File: src/rtl/baud_tick_pkg.sv
package baud_tick_pkg;

  // Register select codes on the write port
  typedef enum logic [1:0] {
    SEL_WHOLE = 2'd0,
    SEL_FRAC  = 2'd1,
    SEL_LINE  = 2'd2,
    SEL_NONE  = 2'd3
  } regSel_e;

  // Strobes from control to datapath
  typedef struct packed {
    logic ldWhole;   // stage a new whole part
    logic ldFrac;    // stage a new fraction
    logic ldLine;    // commit staged divisor plus line setting
    logic run;       // divider may count
    logic wholeOnly; // fraction must be ignored (whole part of one)
  } divStrobe_t;

endpackage

File: src/rtl/baud_ctrl.sv
module baud_ctrl
  import baud_tick_pkg::*;
#(
  parameter int INT_W = 16
) (
  input  logic             wrEn,
  input  logic [1:0]       wrAddr,
  input  logic             uartEn,
  input  logic [INT_W-1:0] actWhole,
  output divStrobe_t       strb
);

  regSel_e sel;
  logic    wholeZero;
  logic    wholeUnit;

  assign sel       = regSel_e'(wrAddr);
  assign wholeZero = (actWhole == '0);
  assign wholeUnit = (actWhole == INT_W'(1));

  always_comb begin
    strb = '0;
    if (wrEn) begin
      unique case (sel)
        SEL_WHOLE: strb.ldWhole = 1'b1;
        SEL_FRAC:  strb.ldFrac  = 1'b1;
        SEL_LINE:  strb.ldLine  = 1'b1;
        SEL_NONE:  ;
      endcase
    end
    // A zero whole part stops the divider outright
    strb.run       = uartEn && !wholeZero;
    strb.wholeOnly = wholeUnit;
  end

endmodule

File: src/rtl/baud_dp.sv
module baud_dp
  import baud_tick_pkg::*;
#(
  parameter int INT_W  = 16,
  parameter int FRAC_W = 6,
  parameter int LINE_W = 8,
  parameter int OSR    = 16
) (
  input  logic              clk,
  input  logic              rstN,
  input  divStrobe_t        strb,
  input  logic [INT_W-1:0]  wrData,
  output logic [INT_W-1:0]  actWhole,
  output logic [LINE_W-1:0] lineCtl,
  output logic              osTick,
  output logic              bitTick
);

  localparam int SUB_W = (OSR > 1) ? $clog2(OSR) : 1;
  localparam int CNT_W = INT_W + 1;

  // Staged and active divisor
  logic [INT_W-1:0]  stgWhole;
  logic [FRAC_W-1:0] stgFrac;
  logic [FRAC_W-1:0] actFrac;

  always_ff @(posedge clk or negedge rstN) begin
    if (!rstN) begin
      stgWhole <= '0;
      stgFrac  <= '0;
      actWhole <= '0;
      actFrac  <= '0;
      lineCtl  <= '0;
    end else begin
      if (strb.ldWhole) stgWhole <= wrData;
      if (strb.ldFrac)  stgFrac  <= wrData[FRAC_W-1:0];
      if (strb.ldLine) begin
        actWhole <= stgWhole;
        actFrac  <= stgFrac;
        lineCtl  <= wrData[LINE_W-1:0];
      end
    end
  end

  // Phase accumulator and period counter
  logic [FRAC_W-1:0] fracEff;
  logic [FRAC_W:0]   accSum;
  logic [FRAC_W-1:0] acc;
  logic              carry;
  logic [CNT_W-1:0]  limit;
  logic [CNT_W-1:0]  cnt;
  logic              periodEnd;
  logic [SUB_W-1:0]  subCnt;
  logic [SUB_W-1:0]  subNext;
  logic              subWrap;

  assign fracEff   = strb.wholeOnly ? '0 : actFrac;
  assign accSum    = {1'b0, acc} + {1'b0, fracEff};
  assign carry     = accSum[FRAC_W];
  assign limit     = {1'b0, actWhole} + {{INT_W{1'b0}}, carry} - CNT_W'(1);
  // Greater-or-equal lets a shortened divisor end a long period at once
  assign periodEnd = strb.run && (cnt >= limit);

  generate
    if ((OSR & (OSR - 1)) == 0) begin : g_pow2
      assign subWrap = (subCnt == {SUB_W{1'b1}});
      assign subNext = subCnt + SUB_W'(1);
    end else begin : g_any
      assign subWrap = (subCnt == SUB_W'(OSR - 1));
      assign subNext = subWrap ? '0 : subCnt + SUB_W'(1);
    end
  endgenerate

  always_ff @(posedge clk or negedge rstN) begin
    if (!rstN) begin
      cnt     <= '0;
      acc     <= '0;
      subCnt  <= '0;
      osTick  <= 1'b0;
      bitTick <= 1'b0;
    end else if (!strb.run) begin
      cnt     <= '0;
      acc     <= '0;
      subCnt  <= '0;
      osTick  <= 1'b0;
      bitTick <= 1'b0;
    end else begin
      osTick  <= periodEnd;
      bitTick <= periodEnd && subWrap;
      if (periodEnd) begin
        cnt    <= '0;
        acc    <= accSum[FRAC_W-1:0];
        subCnt <= subNext;
      end else begin
        cnt <= cnt + CNT_W'(1);
      end
    end
  end

endmodule

File: src/rtl/baud_tick_gen.sv
module baud_tick_gen
  import baud_tick_pkg::*;
#(
  parameter int INT_W  = 16,
  parameter int FRAC_W = 6,
  parameter int LINE_W = 8,
  parameter int OSR    = 16
) (
  input  logic              clk,
  input  logic              rstN,
  input  logic              wrEn,
  input  logic [1:0]        wrAddr,
  input  logic [INT_W-1:0]  wrData,
  input  logic              uartEn,
  output logic              osTick,
  output logic              bitTick,
  output logic [LINE_W-1:0] lineCtl
);

  divStrobe_t       strb;
  logic [INT_W-1:0] actWhole;

  baud_ctrl #(.INT_W(INT_W)) u_ctrl (
    .wrEn     (wrEn),
    .wrAddr   (wrAddr),
    .uartEn   (uartEn),
    .actWhole (actWhole),
    .strb     (strb)
  );

  baud_dp #(
    .INT_W  (INT_W),
    .FRAC_W (FRAC_W),
    .LINE_W (LINE_W),
    .OSR    (OSR)
  ) u_dp (
    .clk      (clk),
    .rstN     (rstN),
    .strb     (strb),
    .wrData   (wrData),
    .actWhole (actWhole),
    .lineCtl  (lineCtl),
    .osTick   (osTick),
    .bitTick  (bitTick)
  );

endmodule

File: config.mk
export PLATFORM = sky130hd
export DESIGN_NAME = baud_tick_gen
export DESIGN_NICKNAME = d
export VERILOG_FILES = /design/src/rtl/baud_tick_pkg.sv /design/src/rtl/baud_ctrl.sv /design/src/rtl/baud_dp.sv /design/src/rtl/baud_tick_gen.sv
export SDC_FILE = /design/constraint.sdc
export NUM_CORES = 1
export LEC_CHECK = 0
export ABC_CLOCK_PERIOD_IN_PS = 5800
export BUFFER_PORTS_ARGS = -buffer_cell sky130_fd_sc_hd__buf_4
export CAP_MARGIN = 20
export CORE_ASPECT_RATIO = 0.75
export CORE_MARGIN = 2
export CORE_UTILIZATION = 35
export CTS_BUF_LIST = sky130_fd_sc_hd__clkbuf_4
export DETAILED_ROUTE_END_ITERATION = 10
export GPL_ROUTABILITY_DRIVEN = 0
export GPL_TIMING_DRIVEN = 0
export PLACE_DENSITY = 0.59
export SLEW_MARGIN = 20
export SYNTH_ARGS = -nofsm -noshare
export SYNTH_HDL_FRONTEND = slang
export SYNTH_HIERARCHICAL = 1
export SYNTH_SLANG_ARGS = --single-unit
export TNS_END_PERCENT = 50
File: constraint.sdc
create_clock -name clk -period 5.8 [get_ports clk]
set_input_delay 0.58 -clock clk [delete_from_list [all_inputs] [get_ports clk]]
set_output_delay 0.58 -clock clk [all_outputs]
set_load 0.01 [all_outputs]
### After elaboration in Yosys (flattened, before gate mapping)

Cells that the tools add are included.

| storage, ports and cells | value |
|---|---|
| register bits | 81 |
| bits of input ports | 22 |
| word-level logic and storage cells | 40 |

| cells by class | value |
|---|---|
| $add $sub $neg | 5 |
| $lt $le $gt $ge | 1 |
| equality and inequality tests | 5 |
| muxes and demuxes | 13 |
| reduce and logical (&&, ||, !) cells | 6 |

Operators with widths:

| cell | count |
|---|---|
| $mux 17 | 2 |
| $mux 6 | 3 |
| $add 16x1->17 | 1 |
| $add 17x1->17 const B | 1 |
| $ge 17x17->1 | 1 |
| $sub 17x1->17 const B | 1 |
| $eq 16x1->1 const B | 1 |
| $logic_not 16->1 | 1 |
| $mux 4 | 2 |
| $add 6x6->7 | 1 |
| $mux 1 | 5 |
| $add 4x1->4 const B | 1 |
| $eq 4x4->1 const B | 1 |
| $logic_and 1x1->1 | 3 |
| $mux 3 | 1 |
| $eq 2x1->1 const B | 1 |
| $eq 2x2->1 const B | 1 |
| $logic_not 2->1 | 1 |
| $ne 2x2->1 const B | 1 |
| $logic_not 1->1 | 1 |

### Depth between registers and ports, before layout

| depth | value |
|---|---|
| depth after elaboration | 9 |
| mapped depth | 23 |

### Modules after synthesis

The synthesis kept the hierarchy.

By module, submodules not included:

| module | times used | cells each | area each (um^2) | seq. area each (um^2) |
|---|---|---|---|---|
| baud_dp | 1 | 353 | 4050.1 | 2026.9 |
| baud_ctrl | 1 | 13 | 105.1 | 0.0 |

### Worst setup path before layout

Ideal clock, no wire load.

| timing path | value |
|---|---|
| kind | reg-to-reg |
| from | register u_dp.actWhole[5] |
| to | register u_dp.cnt[10] |
| library setup time | 0.132 ns |
| arrival | 4.657 ns |
| path slack | 1.011 ns |
| stages on the path, launching flop included | 22 |
| path buffers | 2 |
| cell sequence | dfrtp_1 nor4_2 and4_1 buf_4 nor2b_1 ha_1 fa_1 a21oi_1 o21ai_0 a21o_1 a21oi_1 ha_1 ha_1 nand3_1 or4_1 ha_1 nand4_1 nor4_1 inv_1 o2111ai_2 clkbuf_1 nor2_1 |

| on the way | value |
|---|---|
| cells in the longest elaborated chain, start to end | 9 |

RTL lines:

| element | line | RTL |
|---|---|---|
| start, declared | baud_dp.sv:13 | `output logic [INT_W-1:0] actWhole,` |
| start signal, assigned | baud_dp.sv:38 | `actWhole <= stgWhole;` |
| $eq 16x1->1 | baud_ctrl.sv:19 | `assign wholeUnit = (actWhole == INT_W'(1));` |
| named net u_ctrl.wholeUnit | baud_ctrl.sv:15 | `logic wholeUnit;` |
| $mux 6 | baud_dp.sv:57 | `assign fracEff = strb.wholeOnly ? '0 : actFrac;` |
| $add 6x6->7 | baud_dp.sv:58 | `assign accSum = {1'b0, acc} + {1'b0, fracEff};` |
| $add 16x1->17 | baud_dp.sv:60 | `assign limit = {1'b0, actWhole} + {{INT_W{1'b0}}, carry} - CNT_W'(1);` |
| $sub 17x1->17 | baud_dp.sv:60 |  |
| $ge 17x17->1 | baud_dp.sv:62 | `assign periodEnd = strb.run && (cnt >= limit);` |
| $logic_and 1x1->1 | baud_dp.sv:62 |  |
| $mux 17 | baud_dp.sv:90 | `if (periodEnd) begin` |
| $mux 17 | baud_dp.sv:81 | `end else if (!strb.run) begin` |
| end signal, assigned | baud_dp.sv:95 | `cnt <= cnt + CNT_W'(1);` |
| end, declared | baud_dp.sv:51 | `logic [CNT_W-1:0] cnt;` |

The timed path passes the listed nets, and every way through them passes these cells.
A chain may end at the register's enable or synchronous reset.

### Worst setup path after layout

| timing path | value |
|---|---|
| from | register u_dp.actWhole[9] |
| to | register u_dp.subCnt[3] |

| on the way | value |
|---|---|
| cells in the longest elaborated chain, start to end | 8 |

RTL lines:

| element | line | RTL |
|---|---|---|
| $eq 16x1->1 | baud_ctrl.sv:19 |  |
| named net u_ctrl.wholeUnit | baud_ctrl.sv:15 |  |
| $mux 6 | baud_dp.sv:57 |  |
| $add 6x6->7 | baud_dp.sv:58 |  |
| $add 16x1->17 | baud_dp.sv:60 |  |
| $sub 17x1->17 | baud_dp.sv:60 |  |
| $ge 17x17->1 | baud_dp.sv:62 |  |
| $logic_and 1x1->1 | baud_dp.sv:62 |  |
| $ne 2x2->1 (no line) | - |  |
| end signal, assigned | baud_dp.sv:93 | `subCnt <= subNext;` |
| end, declared | baud_dp.sv:53 | `logic [SUB_W-1:0] subCnt;` |

The timed path passes the listed nets, and every way through them passes these cells.

==> metrics.md <==
| Metric | Value |
|---|---|
| Status | finished clean |
| Setup TNS | 0 ps |
| Syn nets | 416 |
| Row count | 34 |
| DIE AREA | 0.0128 sq mm |
| Max Freq | 189 MHz |
| Period utilization | 0.914 |
| Initial Utilization | 0.359 |
| Starting DRT DRC Count | between 100 and 150 |
| Setup ws final | 496 ps |
| Drt pass-1 iters | 4 |
| Number of distinct library cells after synthesis | 39 |
| Worst-Skew Late Latency | 440 ps |
| CTS tree | built |
| Avg Cell Area, Syn | 11.4 sq um |
| Post-CTS Hold Fix Bufs | 0 |
| RSZ-0062 raised after global routing | false |
| Critical Path RT | 6130 ps |
| Final hold violation count | 0 |
| Async set-reset flop share out of synthesis | 1.00 |
| H-tree levels | 3 |
| Worst Setup Start Kind | register |
| CTS Sinks | 81 |
| Register bit total from synthesis | between 80 and 90 |
| Post-synthesis sequential area ratio | 0.488 |
| CTS buffer count | 9 |
| Final Skew | 12.1 ps |
| Slew @ Worst Pin | 733 ps |
| Gr usage total | 0.134 |
| Clock Path Buffers | 2 |
| Drt drc | 0 |
| Largest net degree at the start of global routing | just over 80 |
| Root Buffer | clkbuf_4 |
| Top-level port count | 32 |
| Routed Antenna Nets | 0 |
| CTS clk-pin slew, worst paths | 140 ps |
| Routed WL | ~8 mm |
| Most common cell after layout, fill and taps aside | dfrtp_1 |
| # Max-Cap Violations | 0 |
| Main synth FF type | dfrtp_1 |
| Setup Crit Path Kind | reg -> reg |
| Initial antenna violation count | 0 |
| Final core occ | 0.418 |
| IO Port Bufs | 31 |
| GRT Residual Overflow | 0 |
| Max_slew headroom | 0.511 |
| LEAKAGE | 2.13 nW |
| Layout Nets | 462 |
| Die width | 130 um |
| ANT cells | 0 |
| Ratio of cells with drive above 1 in the final layout | 0.269 |
| Arr. time, crit path | 5640 ps |
| Crit end category | register |
| Mapped Cells | 366 |
| Core area | 0.0116 sq mm |
| Vias in the first global route | 2785 |
| Pwr dens | 303 mW/mm^2 |
| Multi-input gate area | 0.00208 sq mm |
| Worst-path maximum fanout | 6 |
| Worst hold path type | in -> async |
| Peak supply drop | about 180 uV |
| Final Max Tran Viols | 0 |
| Vias per cell | 4.82 |
| Dpl ws | 276 ps |
| Vias | 2793 |
| Post-DP HPWL | approximately 5.7 mm |
| DR WL/cell | 13.5 um |
| Die Ht | just under 100 um |
| Fillcell total | 1136 |
| FF+latch area | around 0.002 sq mm |
| Most frequent cells in the layout | dfrtp_1, mux2_2, buf_4, nor2_1, ha_1 |
| Finish-stage setup viols | 0 |
| Minimum clock period | approximately 5300 ps |
| Synthesized cell area | 0.00416 sq mm |
| First-pass GRT wire length | 13.5 mm |
| Yosys warnings | 6 |
| Area grow syn2layout | 16.3% |
| Post-synth EDFFs | 0 |
## layout make-up
class	count	area share
Multi-Input combinational cell	263	0.430
Sequential cell	81	0.419
Timing Repair Buffer	35	0.0552
Tap cell	162	0.0419
Clock inverter	7	0.0210
Clock buffer	9	0.0140
Buffer	12	0.0111
Inverter	10	0.00777
## timing repair
item,CTS,global route
buffers inserted,0,4
resized for setup,0,8
endpoints found under the setup margin,0,21
## worst paths after layout
check | start | to | slack, ps | depth (start not counted)
min in group clk | wrData[8] | u_dp/stgWhole[8]$_DFFE_PN0P_ | 360 | 2
worst max-delay path | u_dp/actWhole[9]$_DFFE_PN0P_ | u_dp/subCnt[3]$_DFFE_PN0P_ | 500 | 22
worst min register to register | u_dp/stgWhole[0]$_DFFE_PN0P_ | u_dp/actWhole[0]$_DFFE_PN0P_ | 510 | 2
worst min-delay path | rstN | u_dp/stgWhole[8]$_DFFE_PN0P_ | 150 | 1
worst max register to register | u_dp/actWhole[9]$_DFFE_PN0P_ | u_dp/subCnt[3]$_DFFE_PN0P_ | 500 | 22
max in group asynchronous | rstN | u_dp/subCnt[1]$_DFFE_PN0P_ | 5140 | 1
## worst max-delay path: stages, from the launching register on
cell      delay [ps]
dfrtp_1          510
nor4_4           320
and4_1           230
buf_4            140
nor2b_1           60
ha_1             200
fa_1             410
a21oi_1          140
o21ai_0          130
a21o_1           200
a21oi_1          150
ha_1             230
ha_1             220
nand3_1          190
or4_1            460
ha_1             330
nand4_1          150
nor4_1           310
inv_1            150
o211ai_4         230
buf_4            160
nand4_1          120
mux2i_1          140
## where the power goes
part	internal [mW]	total, mW	switching (mW)
logic	0.179	0.327	0.148
registers	0.653	0.746	0.0930
clock network	0.180	0.389	0.209
## synth_stat cells (7+ instances only)
master	n	area, sq um
a21oi_1	10	50.1
clkbuf_1	7	26.3
dfrtp_1	81	2030
ha_1	27	338
inv_1	10	37.5
mux2_2	50	563
nand2_1	23	86.3
nand3_1	23	115
nor2_1	30	113
nor2b_1	8	50.1
o21ai_0	13	65.1
xnor2_1	18	158
xor2_1	16	140
## cell families (layout without fill, tap and decap cells)
family	count (synthesis)	after routing	synth area share
AO/OA/AOI/OAI	31	31	0.0455
XOR/XNOR	34	34	0.0717
adder cells (fa/ha/maj)	28	28	0.0861
buffers and inverters	22	73	0.0211
flip-flops	81	81	0.488
multiplexers	52	52	0.140
AND/OR/NAND/NOR	118	118	0.148
## metrics by stage
stage / instance area [sq um] / instances / hold WS, ps / power [mW]
floorplan: 4160 / 366 / 284 / 0.968
global placement: 4590 / 559 / 476 / 1.07
detailed placement: 4590 / 559 / 490 / 1.08
CTS: 4760 / 575 / 312 / 1.47
global route: 4830 / 579 / 184 / 1.56
finish: 4830 / 579 / 150 / 1.46
## metal layers
layer	share of wire	routed length [um]	global-route usage
met4	0.0097	76	0.0331
met2	0.41	3240	0.195
met3	0.035	270	0.0395
met5	0	0	0
met1	0.54	4240	0.196
## state kept, by name, indices dropped and copies added, names as in the netlist
register       cells
u_dp/cnt          17
u_dp/actWhole     16
u_dp/stgWhole     16
u_dp/lineCtl       8
u_dp/acc           6
u_dp/actFrac       6
u_dp/stgFrac       6
u_dp/subCnt        4
u_dp/bitTick       1
u_dp/osTick        1
(Power assumes the default switching activity.)
